[config.mk]
export PLATFORM = sky130hd
export DESIGN_NAME = serial_word_loader
export DESIGN_NICKNAME = d
export VERILOG_FILES = /design/src/rtl/serial_word_loader_pkg.sv /design/src/rtl/swl_interval_timer.sv /design/src/rtl/swl_bit_shifter.sv /design/src/rtl/serial_word_loader.sv
export SDC_FILE = /design/constraint.sdc
export NUM_CORES = 1
export LEC_CHECK = 0
export ABC_AREA = 1
export BUFFER_PORTS_ARGS = -buffer_cell sky130_fd_sc_hd__buf_4
export CELL_PAD_IN_SITES_DETAIL_PLACEMENT = 1
export CELL_PAD_IN_SITES_GLOBAL_PLACEMENT = 1
export CORE_MARGIN = 2
export CORE_UTILIZATION = 35
export DETAILED_ROUTE_END_ITERATION = 6
export GPL_ROUTABILITY_DRIVEN = 1
export HOLD_SLACK_MARGIN = 0.03
export PLACE_DENSITY = 0.72
export SLEW_MARGIN = 20
export SYNTH_ARGS = -nofsm -noshare
export SYNTH_HDL_FRONTEND = slang
export SYNTH_SLANG_ARGS = --single-unit
export TNS_END_PERCENT = 20
[constraint.sdc]
create_clock -name clk -period 4.5 [get_ports clk]
set_input_delay 0.675 -clock clk [delete_from_list [all_inputs] [get_ports clk]]
set_output_delay 0.675 -clock clk [all_outputs]
set_load 0.005 [all_outputs]
[src/rtl/serial_word_loader_pkg.sv]
package serial_word_loader_pkg;
   typedef enum logic [2:0] {
      PH_IDLE     = 3'd0,
      PH_SETUP    = 3'd1,
      PH_CLK_HIGH = 3'd2,
      PH_HOLD     = 3'd3,
      PH_GAP      = 3'd4,
      PH_STROBE   = 3'd5,
      PH_DONE     = 3'd6
   } phase_t;

   function automatic int at_least_one(input int v);
      return (v < 1) ? 1 : v;
   endfunction
endpackage

[src/rtl/swl_interval_timer.sv]
module swl_interval_timer #(
   parameter int CW = 4
) (
   input  logic          clk,
   input  logic          rst_n,
   input  logic          load,
   input  logic [CW-1:0] load_val,
   output logic          expired
);
   logic [CW-1:0] cnt_q;

   always_ff @(posedge clk or negedge rst_n) begin
      if (!rst_n)
         cnt_q <= '0;
      else if (load)
         cnt_q <= load_val;
      else if (cnt_q != '0)
         cnt_q <= cnt_q - 1'b1;
   end

   assign expired = (cnt_q == '0);
endmodule

[src/rtl/swl_bit_shifter.sv]
module swl_bit_shifter #(
   parameter int NBITS = 20
) (
   input  logic             clk,
   input  logic             rst_n,
   input  logic             load,
   input  logic [NBITS-1:0] word,
   input  logic             advance,
   output logic             msb,
   output logic             last_bit
);
   localparam int BW = (NBITS > 1) ? $clog2(NBITS) : 1;

   logic [NBITS-1:0] sh_q;
   logic [BW-1:0]    left_q;

   always_ff @(posedge clk or negedge rst_n) begin
      if (!rst_n) begin
         sh_q   <= '0;
         left_q <= '0;
      end else if (load) begin
         sh_q   <= word;
         left_q <= BW'(NBITS - 1);
      end else if (advance) begin
         sh_q   <= sh_q << 1;
         left_q <= left_q - 1'b1;
      end
   end

   assign msb      = sh_q[NBITS-1];
   assign last_bit = (left_q == '0);
endmodule

[src/rtl/serial_word_loader.sv]
module serial_word_loader
   import serial_word_loader_pkg::*;
#(
   parameter int NBITS             = 20,
   parameter int SETUP_CYC         = 2,
   parameter int HIGH_CYC          = 3,
   parameter int HOLD_CYC          = 2,
   parameter int STB_GAP_CYC       = 5,
   parameter int STB_CYC           = 3,
   parameter bit BLANK_DURING_LOAD = 1'b0
) (
   input  logic             clk,
   input  logic             rst_n,
   input  logic             start,
   input  logic [NBITS-1:0] word_in,
   output logic             ready,
   output logic             busy,
   output logic             ser_data,
   output logic             shift_clk,
   output logic             strobe,
   output logic             blank
);
   localparam int SETUP_E = at_least_one(SETUP_CYC);
   localparam int HIGH_E  = at_least_one(HIGH_CYC);
   localparam int HOLD_E  = at_least_one(HOLD_CYC);
   localparam int GAP_E   = at_least_one(STB_GAP_CYC);
   localparam int STB_E   = at_least_one(STB_CYC);
   localparam int MAX_A   = (SETUP_E > HIGH_E) ? SETUP_E : HIGH_E;
   localparam int MAX_B   = (HOLD_E > GAP_E) ? HOLD_E : GAP_E;
   localparam int MAX_C   = (MAX_A > MAX_B) ? MAX_A : MAX_B;
   localparam int MAX_E   = (MAX_C > STB_E) ? MAX_C : STB_E;
   localparam int CW      = $clog2(MAX_E + 1);

   localparam logic [CW-1:0] LD_SETUP = CW'(SETUP_E - 1);
   localparam logic [CW-1:0] LD_HIGH  = CW'(HIGH_E - 1);
   localparam logic [CW-1:0] LD_HOLD  = CW'(HOLD_E - 1);
   localparam logic [CW-1:0] LD_GAP   = CW'(GAP_E - 1);
   localparam logic [CW-1:0] LD_STB   = CW'(STB_E - 1);

   if (NBITS < 1) begin : g_bad_nbits
      $error("serial_word_loader: NBITS must be at least 1");
   end
   if (SETUP_CYC < 0 || HIGH_CYC < 0 || HOLD_CYC < 0 || STB_GAP_CYC < 0 || STB_CYC < 0)
   begin : g_bad_timing
      $error("serial_word_loader: interval parameters must not be negative");
   end

   phase_t        ph_q, ph_d;
   logic          tmr_load;
   logic [CW-1:0] tmr_val;
   logic          tmr_done;
   logic          sh_load, sh_adv, sh_msb, sh_last;

   swl_interval_timer #(.CW(CW)) u_timer (
      .clk      (clk),
      .rst_n    (rst_n),
      .load     (tmr_load),
      .load_val (tmr_val),
      .expired  (tmr_done)
   );

   swl_bit_shifter #(.NBITS(NBITS)) u_shifter (
      .clk      (clk),
      .rst_n    (rst_n),
      .load     (sh_load),
      .word     (word_in),
      .advance  (sh_adv),
      .msb      (sh_msb),
      .last_bit (sh_last)
   );

   always_comb begin
      ph_d     = ph_q;
      tmr_load = 1'b0;
      tmr_val  = '0;
      sh_load  = 1'b0;
      sh_adv   = 1'b0;
      unique case (ph_q)
         PH_IDLE: if (start) begin
            ph_d = PH_SETUP; tmr_load = 1'b1; tmr_val = LD_SETUP; sh_load = 1'b1;
         end
         PH_SETUP: if (tmr_done) begin
            ph_d = PH_CLK_HIGH; tmr_load = 1'b1; tmr_val = LD_HIGH;
         end
         PH_CLK_HIGH: if (tmr_done) begin
            ph_d = PH_HOLD; tmr_load = 1'b1; tmr_val = LD_HOLD;
         end
         PH_HOLD: if (tmr_done) begin
            tmr_load = 1'b1;
            if (sh_last) begin
               ph_d = PH_GAP; tmr_val = LD_GAP;
            end else begin
               ph_d = PH_SETUP; tmr_val = LD_SETUP; sh_adv = 1'b1;
            end
         end
         PH_GAP: if (tmr_done) begin
            ph_d = PH_STROBE; tmr_load = 1'b1; tmr_val = LD_STB;
         end
         PH_STROBE: if (tmr_done) ph_d = PH_DONE;
         PH_DONE:   ph_d = PH_IDLE;
         default:   ph_d = PH_IDLE;
      endcase
   end

   always_ff @(posedge clk or negedge rst_n) begin
      if (!rst_n) ph_q <= PH_IDLE;
      else        ph_q <= ph_d;
   end

   logic in_bit;
   assign in_bit    = (ph_q == PH_SETUP) || (ph_q == PH_CLK_HIGH) || (ph_q == PH_HOLD);
   assign ready     = (ph_q == PH_IDLE);
   assign busy      = (ph_q != PH_IDLE);
   assign ser_data  = in_bit & sh_msb;
   assign shift_clk = (ph_q == PH_CLK_HIGH);
   assign strobe    = (ph_q == PH_STROBE);

   if (BLANK_DURING_LOAD) begin : g_blank_load
      assign blank = in_bit || (ph_q == PH_GAP) || (ph_q == PH_STROBE);
   end else begin : g_blank_off
      assign blank = 1'b0;
   end
endmodule

==> results.toml <==
[placement]
dp_cells = 314
postPlaceCellArea_um2 = 1950
place_congestion = 0.714
portBuffers = 27
dpl.hpwl_mm = 2.79

[grt]
grt_first_pass_wirelength_mm = 6.54
track_usage_pct = 15.7
grt_pass1_vias = 1426
antenna_found_initial = 0
grt_max_degree = 32
grt_overflow = 0

[die]
start_util_pct = 36.4
core_um2 = 4750
num_io_pins = 29
die_h_um = 74.4
rows = 25
die-area_um2 = 5530
die_w_um = 74.4

[power]
max-vdd-ir-drop_uv = 307
finalPower_mw = 1.29
power.density_nw_per_um2 = 622
p_leak_nw = 1.17

[worst_setup_path]
worstPathRequired_ns = 3.83
r2r-end = "u_shifter.sh_q[5]"
cp-startpoint = "ph_q[2]"
regToRegSetupSlack_ns = 2.76
crit_fanout = 8
end_kind = "output port"
path_class = "reg2out"
critical_path_arrival_ns = 1.37
crit_path_start_kind = "flip-flop"
r2r_cells = 8
timing.rr.start = "ph_q[2]"

[clock_tree]
post-cts-setup-buffers = 0
cts_sinks = 31
cts.path.max_buffers = 2
ctsHtreeMaxLevel = 2
clk_pin_slew_ns = 0.06
cts_buffers = 5
cts_hold_buf = 0
cts_tree = "done"
clk_latency_ns = 0.29
cts_resized = 0
clock_tree.root_cell = "clkbuf_8"

[synth]
syn-num-nets = 254
synthTopCellsByArea = "dfrtp_1 (45%), nand2_1 (15%), inv_1 (7.4%)"
syn-mean-instance-area_um2 = 7.60
syn_area_um2 = 1730
yosysTopAreaCell = "dfrtp_1"
ys_warn_count = 0
yosysTopAreaCellShare_pct = 44.8
ys_types = 28
synthCells = 228
synth_seq_cells = 31
seq_area_frac_synth_pct = 44.8

[timing]
period_minus_slack_ns = 2.04
finClkSkew_ns = 0.00680
fmax_mhz = 489
min_period_over_period_pct = 45.4
setup_tns_ns = 0
finalHoldViolations = 0
setup_viol = 0
rsz0062_at_grt = "no"
maxSlewViolCount = 0

[drt]
firstDrtPassIters = 4
ant_nets = 0
via_per_inst = 4.51
detail_route.wl_per_cell_um = 11.9
drcViolationCount = 0
dr.first_iter.drc_count = 50
vias = 1452
drt_wl_total_mm = 3.85

[final_layout]
multiInputGateArea_um2 = 742
design_area_um2 = 2070
n_fill_cell = 621
layout-drive-gt1-share_pct = 19.6
seq_area_um2 = 776
syn_to_final_growth_pct = 19.5
antenna_cells = 0
nets = 280
finalNonFillerCells = 322

[outcome]
outcome = "complete, no violations"

[flow_run]
maxCapViolations = 0

[worst_hold_path]
hold_class = "in2async"
==> cell families after synthesis <==
group	count (synthesis)	synth area share [%]
fa+ha+maj	3	2.17
simple gates	111	29.0
compound gates	31	9.46
flops	31	44.8
buf+inv	47	12.4
other cells	1	0.216
xor+xnor	4	2.02
==> critical path: stages (launching register included) <==
cell and delay, ns:
dfrtp_1 0.49, nor3_1 0.41, buf_4 0.19
==> how the worst max path moves through the flow <==
stage          slack (ns)                  to
2_1_floorplan        3.02              strobe
3_3_place_gp         2.60  u_shifter.sh_q[17]
3_5_place_dp         2.56   u_shifter.sh_q[5]
4_1_cts              2.45           shift_clk
5_1_grt              2.31           shift_clk
6_report             2.46           shift_clk
==> layer usage <==
metal / GRT usage (%) / routed length [um]
met1: 22.0 / 1970
met2: 23.5 / 1690
met3: 4.47 / 123
met4: 5.36 / 59
met5: 0 / 0
==> flip-flops by register name, summed over array words and instances, names as in the netlist <==
| signal | flops |
|---|---|
| ph_q | 3 |
| u_timer.cnt_q | 3 |
| u_shifter.left_q | 5 |
| u_shifter.sh_q | 20 |
==> cells in the final DEF, fill, tap and decap left out, types with 2 or more instances in the layout <==
cell,n
nand2_1,68
a21oi_1,20
ha_1,3
o21a_1,2
nor2_1,24
nor3_1,2
xor2_1,4
nand3_1,7
inv_1,34
buf_4,27
dfrtp_1,31
nand2_2,3
o21ai_0,6
clkbuf_8,6
inv_2,4
==> per-stage QoR <==
stage                     hold WS [ns]  utilization [%]  worst slack, ns
after floorplan                  0.379                -             3.02
after global placement           0.463             41.1             2.60
after detailed placement         0.467             41.1             2.56
after CTS                        0.332             43.6             2.45
after global routing             0.347             43.6             2.31
final                            0.311             43.6             2.46
==> report_power, final <==
group / internal, mW / switching, mW
Clock: 0.179 / 0.109
Combinational: 0.190 / 0.344
Sequential: 0.398 / 0.0687
Total: 0.767 / 0.522
==> layout make-up <==
type	count	share of cell area [%]
Sequential cell	31	37.5
Multi-Input combinational cell	150	35.8
Timing Repair Buffer	27	9.79
Inverter	39	7.19
Tap cell	67	4.05
Clock inverter	2	1.69
Clock buffer	6	3.99
==> synth_stat cells, drive strengths merged <==
master and number:
o22ai 1, buf 8, xor2 4, inv 39, nor2 27, conb 1, o211ai 1, nand3 9
o21ai 7, a21oi 20, dfrtp 31, ha 3, nand2 72, o21a 2, nor3 3
No activity file was read; power rests on OpenSTA's default activity.
